<file path="src/rtl/fsk_tag_pkg.sv">
package fsk_tag_pkg;

  typedef enum logic [1:0] {
    PH_MARK = 2'd0,
    PH_GAP  = 2'd1,
    PH_DATA = 2'd2
  } phase_e;

endpackage

</file>
<file path="src/rtl/fsk_cycle_shaper.sv">
module fsk_cycle_shaper #(
  parameter int SHORT_DIV = 8,
  parameter int LONG_DIV  = 10,
  parameter int SHORT_HI  = 2,
  parameter int LONG_HI   = 3
) (
  input  logic clk_i,
  input  logic rst_ni,
  input  logic tick_i,
  input  logic clr_i,
  input  logic long_i,
  output logic level_o,
  output logic first_o,
  output logic last_o
);

  localparam int MAX_DIV = (LONG_DIV > SHORT_DIV) ? LONG_DIV : SHORT_DIV;
  localparam int CW      = $clog2(MAX_DIV);

  logic [CW-1:0] smp_q;
  logic [CW-1:0] div_m1;
  logic [CW-1:0] hi_cnt;

  assign div_m1  = long_i ? CW'(LONG_DIV - 1) : CW'(SHORT_DIV - 1);
  assign hi_cnt  = long_i ? CW'(LONG_HI) : CW'(SHORT_HI);
  assign last_o  = (smp_q == div_m1);
  assign first_o = (smp_q == '0);
  assign level_o = (smp_q < hi_cnt);

  always_ff @(posedge clk_i or negedge rst_ni) begin
    if (!rst_ni)      smp_q <= '0;
    else if (clr_i)   smp_q <= '0;
    else if (tick_i)  smp_q <= last_o ? '0 : smp_q + CW'(1);
  end


  cycle_bound_chk: assert property (@(posedge clk_i) disable iff (!rst_ni)
    smp_q <= div_m1);


  cycle_opens_high_chk: assert property (@(posedge clk_i) disable iff (!rst_ni)
    (tick_i && last_o && !clr_i) |=> level_o);

endmodule

</file>
<file path="src/rtl/fsk_frame_seq.sv">
module fsk_frame_seq
  import fsk_tag_pkg::*;
#(
  parameter int              ID_W       = 44,
  parameter int              GROUP_BITS = 4,
  parameter int              MARK_N     = 8,
  parameter logic [MARK_N-1:0] MARK_PAT = 8'b1011_1000,
  parameter int              SHORT_REP  = 6,
  parameter int              LONG_REP   = 5
) (
  input  logic            clk_i,
  input  logic            rst_ni,
  input  logic            tick_i,
  input  logic            clr_i,
  input  logic            cyc_first_i,
  input  logic            cyc_last_i,
  input  logic [ID_W-1:0] id_i,
  output logic            long_o,
  output logic            frame_first_o
);

  localparam int BW      = $clog2(ID_W);
  localparam int GW      = $clog2(MARK_N);
  localparam int MAX_REP = (LONG_REP > SHORT_REP) ? LONG_REP : SHORT_REP;
  localparam int RW      = $clog2(MAX_REP);

  phase_e        phase_q, phase_d;
  logic [GW-1:0] grp_q, grp_d;
  logic [BW-1:0] bit_q, bit_d;
  logic          half_q, half_d;
  logic [RW-1:0] rep_q, rep_d;
  logic          rep_last;
  logic          grp_end;

  function automatic logic gap_at(int idx);
    return (idx % GROUP_BITS) == (GROUP_BITS - 1);
  endfunction

  always_comb begin
    unique case (phase_q)
      PH_MARK: long_o = MARK_PAT[grp_q];
      PH_GAP:  long_o = 1'b0;
      default: long_o = id_i[bit_q] ^ half_q;
    endcase
  end

  assign rep_last = long_o ? (rep_q == RW'(LONG_REP - 1)) : (rep_q == RW'(SHORT_REP - 1));
  assign grp_end  = (phase_q == PH_GAP) || rep_last;
  assign frame_first_o = (phase_q == PH_MARK) && (grp_q == '0) && (rep_q == '0) && cyc_first_i;

  always_comb begin
    phase_d = phase_q;
    grp_d   = grp_q;
    bit_d   = bit_q;
    half_d  = half_q;
    rep_d   = rep_q;
    if (tick_i && cyc_last_i) begin
      if (!grp_end) begin
        rep_d = rep_q + RW'(1);
      end else begin
        rep_d = '0;
        unique case (phase_q)
          PH_MARK: begin
            if (grp_q == GW'(MARK_N - 1)) begin
              grp_d   = '0;
              bit_d   = BW'(ID_W - 1);
              half_d  = 1'b0;
              phase_d = gap_at(ID_W - 1) ? PH_GAP : PH_DATA;
            end else begin
              grp_d = grp_q + GW'(1);
            end
          end
          PH_GAP: begin
            phase_d = PH_DATA;
            half_d  = 1'b0;
          end
          default: begin
            if (!half_q) begin
              half_d = 1'b1;
            end else begin
              half_d = 1'b0;
              if (bit_q == '0) begin
                phase_d = PH_MARK;
              end else begin
                bit_d   = bit_q - BW'(1);
                phase_d = gap_at(int'(bit_q) - 1) ? PH_GAP : PH_DATA;
              end
            end
          end
        endcase
      end
    end
  end

  always_ff @(posedge clk_i or negedge rst_ni) begin
    if (!rst_ni) begin
      phase_q <= PH_MARK;
      grp_q   <= '0;
      bit_q   <= '0;
      half_q  <= 1'b0;
      rep_q   <= '0;
    end else if (clr_i) begin
      phase_q <= PH_MARK;
      grp_q   <= '0;
      bit_q   <= '0;
      half_q  <= 1'b0;
      rep_q   <= '0;
    end else begin
      phase_q <= phase_d;
      grp_q   <= grp_d;
      bit_q   <= bit_d;
      half_q  <= half_d;
      rep_q   <= rep_d;
    end
  end


  gap_align_chk: assert property (@(posedge clk_i) disable iff (!rst_ni)
    (phase_q == PH_GAP) |-> ((int'(bit_q) % GROUP_BITS) == (GROUP_BITS - 1)));


  bit_range_chk: assert property (@(posedge clk_i) disable iff (!rst_ni)
    (phase_q != PH_MARK) |-> (int'(bit_q) < ID_W));


  half_gap_chk: assert property (@(posedge clk_i) disable iff (!rst_ni)
    (phase_q == PH_GAP) |-> !half_q);

endmodule

</file>
<file path="src/rtl/fsk_tag_synth.sv">
module fsk_tag_synth #(
  parameter int              ID_W       = 44,
  parameter int              GROUP_BITS = 4,
  parameter int              MARK_N     = 8,
  parameter logic [MARK_N-1:0] MARK_PAT = 8'b1011_1000,
  parameter int              SHORT_DIV  = 8,
  parameter int              LONG_DIV   = 10,
  parameter int              SHORT_HI   = 2,
  parameter int              LONG_HI    = 3,
  parameter int              SHORT_REP  = 6,
  parameter int              LONG_REP   = 5
) (
  input  logic            clk_i,
  input  logic            rst_ni,
  input  logic            carrier_en_i,
  input  logic            enable_i,
  input  logic [ID_W-1:0] id_i,
  output logic            mod_o,
  output logic            frame_start_o
);

  logic            tick;
  logic            clr;
  logic            long_sel;
  logic            level;
  logic            cyc_first;
  logic            cyc_last;
  logic            frame_first;
  logic [ID_W-1:0] id_q;
  logic            mod_q;
  logic            fs_q;

  assign tick = carrier_en_i & enable_i;
  assign clr  = ~enable_i;

  fsk_cycle_shaper #(
    .SHORT_DIV (SHORT_DIV),
    .LONG_DIV  (LONG_DIV),
    .SHORT_HI  (SHORT_HI),
    .LONG_HI   (LONG_HI)
  ) u_shaper (
    .clk_i   (clk_i),
    .rst_ni  (rst_ni),
    .tick_i  (tick),
    .clr_i   (clr),
    .long_i  (long_sel),
    .level_o (level),
    .first_o (cyc_first),
    .last_o  (cyc_last)
  );

  fsk_frame_seq #(
    .ID_W       (ID_W),
    .GROUP_BITS (GROUP_BITS),
    .MARK_N     (MARK_N),
    .MARK_PAT   (MARK_PAT),
    .SHORT_REP  (SHORT_REP),
    .LONG_REP   (LONG_REP)
  ) u_seq (
    .clk_i         (clk_i),
    .rst_ni        (rst_ni),
    .tick_i        (tick),
    .clr_i         (clr),
    .cyc_first_i   (cyc_first),
    .cyc_last_i    (cyc_last),
    .id_i          (id_q),
    .long_o        (long_sel),
    .frame_first_o (frame_first)
  );

  // identifier is taken only with the first sample of a frame
  always_ff @(posedge clk_i or negedge rst_ni) begin
    if (!rst_ni)                   id_q <= '0;
    else if (tick && frame_first)  id_q <= id_i;
  end

  always_ff @(posedge clk_i or negedge rst_ni) begin
    if (!rst_ni) begin
      mod_q <= 1'b0;
      fs_q  <= 1'b0;
    end else begin
      fs_q <= tick & frame_first;
      if (!enable_i)  mod_q <= 1'b0;
      else if (tick)  mod_q <= level;
    end
  end

  assign mod_o         = mod_q;
  assign frame_start_o = fs_q;


  off_quiet_chk: assert property (@(posedge clk_i) disable iff (!rst_ni)
    !enable_i |=> (!mod_o && !frame_start_o));


  hold_chk: assert property (@(posedge clk_i) disable iff (!rst_ni)
    (enable_i && !carrier_en_i) |=> ($stable(mod_o) && !frame_start_o));


  id_hold_chk: assert property (@(posedge clk_i) disable iff (!rst_ni)
    !(tick && frame_first) |=> $stable(id_q));


  fs_pulse_chk: assert property (@(posedge clk_i) disable iff (!rst_ni)
    frame_start_o |-> mod_o);

endmodule

</file>
<file path="config.mk">
export PLATFORM = sky130hd
export DESIGN_NAME = fsk_tag_synth
export DESIGN_NICKNAME = d
export VERILOG_FILES = /design/src/rtl/fsk_tag_pkg.sv /design/src/rtl/fsk_cycle_shaper.sv /design/src/rtl/fsk_frame_seq.sv /design/src/rtl/fsk_tag_synth.sv
export SDC_FILE = /design/constraint.sdc
export NUM_CORES = 1
export LEC_CHECK = 0
export BUFFER_PORTS_ARGS = -buffer_cell sky130_fd_sc_hd__buf_4
export CAP_MARGIN = 20
export CORE_MARGIN = 3
export CORE_UTILIZATION = 63
export DETAILED_ROUTE_END_ITERATION = 10
export PLACE_DENSITY = 0.87
export REMOVE_ABC_BUFFERS = 1
export SLEW_MARGIN = 20
export SYNTH_ARGS = -nofsm -noshare
export SYNTH_HDL_FRONTEND = slang
export SYNTH_HIERARCHICAL = 1
export SYNTH_SLANG_ARGS = --single-unit
</file>
<file path="constraint.sdc">
create_clock -name clk_i -period 5.5 [get_ports clk_i]
set_input_delay 1.1 -clock clk_i [delete_from_list [all_inputs] [get_ports clk_i]]
set_output_delay 1.1 -clock clk_i [all_outputs]
set_load 0.02 [all_outputs]
</file>
==> results.yml <==
yosys:
  synthFlopType: "dfrtp_1"
  synth_edf_count: 0
  synthArstFlopShare: 1.00
  avgSynthCellArea_um2: 11.4
  synth_area_leader_cell: "dfrtp_1"
  synth_cells: 339
  netlist_top_cells_area: "dfrtp_1 (42%), mux2_4 (15%), mux2i_1 (3.6%)"
  yosys_warnings: 6
  yosys.area.top_type_share: 0.419
  synth_seq_cells: 65
  ys_seq_area_frac: 0.419
  synth.cell_area_um2: 3880
  yosysUniqueCellTypes: 62
power:
  power.total_mw: 1.74
  ir_drop_v: 0.000291
  power_density_nw_per_um2: 391
  p_leak_nw: 2.10
route:
  final_antenna_net_count: 0
  routed_wl_um: 9040
  routed_via_density: 6.44
  wire_per_inst_um: 19.7
  drc: 0
  via_count: 2950
  dr.pass1.iters: 5
  drt_iter0_drc: 279
setup_path:
  crit_type: "flip-flop to flip-flop"
  cp.required_ns: 5.74
  path_cells: "mux4_2 > or2_1 > a31oi_1 > mux2i_1 > o21ai_0 > and4bb_1 > o21ai_2 > inv_1 > a21oi_1 > or2_2 > a211oi_2 > mux2_4"
  arrival_ns: 4.80
  startpoint: "u_seq/bit_q[1]"
  cp_max_fo: 19
  cp_slowest_cell: "dfrtp_1"
  crit_buf_inv: 1
  cpPeakStageDelay_ns: 0.96
  endpoint_kind: "flip-flop"
  cp_top_family: "multiplexers"
  worstReg2RegStart: "u_seq/bit_q[1]"
  cp-start-kind: "flip-flop"
sta:
  report.final.slew_viol_count: 0
  finalSetupViolCount: 0
  worst_pin_slew_ns: 0.926
  skew_ns: 0.00963
  slew_headroom: 0.383
  rsz0062_at_grt: "false"
  tns_ns: 0
  hold_viol: 0
  period_minus_slack_ns: 4.56
  fmax_mhz: 219
  fin_crit_sh: 0.830
finish:
  final_layout_size_suffix_gt1_frac: 0.324
  layout.nets: 439
  area.growth.synth_to_final_pct: 14.3
  utilization: 0.772
  fillerInstances: 338
  layout.cells.non_filler: 458
  stdcell_area_um2: 4440
  regArea_um2: 1630
  antenna_cells: 0
  multi_input_area_um2: 2070
place:
  dp_hpwl_um: 6020
  io_buffers: 49
  place.gp.congestion: 0.912
  placedCellCount: 442
  dpl-instance-area_um2: 4220
clock_tree:
  clk_latency_ns: 0.35
  post_cts_buffers: 0
  cts_sinks: 65
  path_clk_slew_ns: 0.08
  cts_hold_buf: 0
  cts-buffers-inserted: 9
  ctsResizeCount: 0
  clockBufferDepth: 2
  h-tree-depth: 3
  cts_tree: "yes"
  root_buffer: "clkbuf_8"
global_route:
  grt_use_total: 0.270
  grt_max_degree: 66
  grt.met2_usage: 0.434
  grt_pass1_wl_um: 15000
  overflow: 0
  grt_pass1_vias: 2946
  use_met1: 0.339
  met3_usage: 0.0775
  busiest_layer: "met2"
  antenna_found_initial: 0
run:
  drv_cap: 0
outcome:
  status: "finished clean"
die:
  rows: 27
  die-area_um2: 7140
  ioPinCount: 50
  initial_utilization: 0.676
  coreArea_um2: 5740
  die_w_um: 84.5
  die_y_um: 84.5
worst_hold_path:
  hp-class: "flip-flop to flip-flop"
  hp-start: "id_q[31]"
==> per-layer routing <==
metal	wire length (um)	part of all wire	up-vias
met5	0	0	-
met4	291	0.032	0
met3	660	0.073	33
met2	4470	0.49	146
met1	3620	0.40	1443
li1	-	-	1328
==> synth_stat cells (3+ instances only) <==
master / number
mux2_4: 40
and2_1: 5
o31ai_1: 4
mux2_2: 5
a21oi_1: 14
nor3_1: 5
or3_1: 3
nand3b_1: 3
mux4_2: 6
nor2b_1: 6
nand3_1: 9
nand2_1: 22
nor4_1: 3
clkbuf_1: 8
o311ai_0: 3
or2_2: 3
dfrtp_1: 65
ha_1: 10
a31oi_1: 3
nor2_1: 21
nor3b_1: 3
mux2i_1: 14
inv_1: 17
buf_6: 6
a22oi_1: 3
o21ai_0: 9
and3_1: 3
==> flip-flops by register name, indices dropped and copies added (netlist names) <==
name,count
mod_o,1
u_seq/rep_q,3
id_q,44
u_seq/grp_q,3
u_seq/bit_q,6
u_shaper/smp_q,4
frame_start_o,1
u_seq/half_q,1
u_seq/phase_q,2
==> final cells by class <==
class	count	area share
clock buffers	11	0.0319
clock inverters	5	0.0178
well taps	72	0.0203
flip-flops and latches	65	0.367
multi-input cells	239	0.466
inverters	17	0.0144
repair buffers	49	0.0829
==> worst paths after layout <==
kind	endpoint	slack [ns]	cells past startpoint
min in group asynchronous	u_seq/bit_q[2]	0.84	1
worst min-delay path	id_q[31]	0.51	1
max in group asynchronous	u_shaper/smp_q[3]	4.13	1
worst max-delay path	u_seq/bit_q[1]	0.94	12
worst min register to register	id_q[31]	0.51	1
worst max register to register	u_seq/bit_q[1]	0.94	12
==> report_power, final <==
part           internal [mW]  switching [mW]
clock                  0.267           0.188
sequential             0.651           0.124
combinational          0.325           0.180
total                   1.24           0.492
==> per-stage QoR <==
step	setup WS, ns	hold slack (ns)
after floorplan	1.59	0.475
after global placement	1.21	0.485
after detailed placement	1.09	0.492
after CTS	0.998	0.511
after global routing	0.729	0.532
final	0.936	0.510
==> worst register-to-register path, cell delays in order (launching register included) <==
cell and delay [ns]:
dfrtp_1 0.96, mux4_2 0.60, or2_1 0.21, a31oi_1 0.21
mux2i_1 0.36, o21ai_0 0.39, and4bb_1 0.39, o21ai_2 0.07
inv_1 0.09, a21oi_1 0.15, or2_2 0.42, a211oi_2 0.28
mux2_4 0.32
==> cells by family after synthesis <==
| kind of cell | count (synthesis) | share of synthesized area |
|---|---|---|
| AO/OA/AOI/OAI | 62 | 0.115 |
| XOR/XNOR | 2 | 0.00452 |
| adder cells (fa/ha/maj) | 10 | 0.0322 |
| buffers and inverters | 35 | 0.0480 |
| flip-flops | 65 | 0.419 |
| multiplexers | 65 | 0.240 |
| AND/OR/NAND/NOR | 100 | 0.141 |
==> cell usage in the layout, fill, tap and decap left out, types with 4 or more instances in the layout <==
| master | instances |
|---|---|
| dfrtp_1 | 65 |
| buf_4 | 49 |
| mux2_4 | 40 |
| nand2_1 | 22 |
| nor2_1 | 21 |
| inv_1 | 17 |
| mux2i_1 | 14 |
| a21oi_1 | 14 |
| clkbuf_8 | 10 |
| ha_1 | 10 |
| nand3_1 | 9 |
| o21ai_0 | 9 |
| mux4_2 | 6 |
| nor2b_1 | 6 |
| and2_1 | 5 |
| mux2_2 | 5 |
| nor3_1 | 5 |
| o31ai_1 | 4 |
Power figures use the tool's default switching activity.
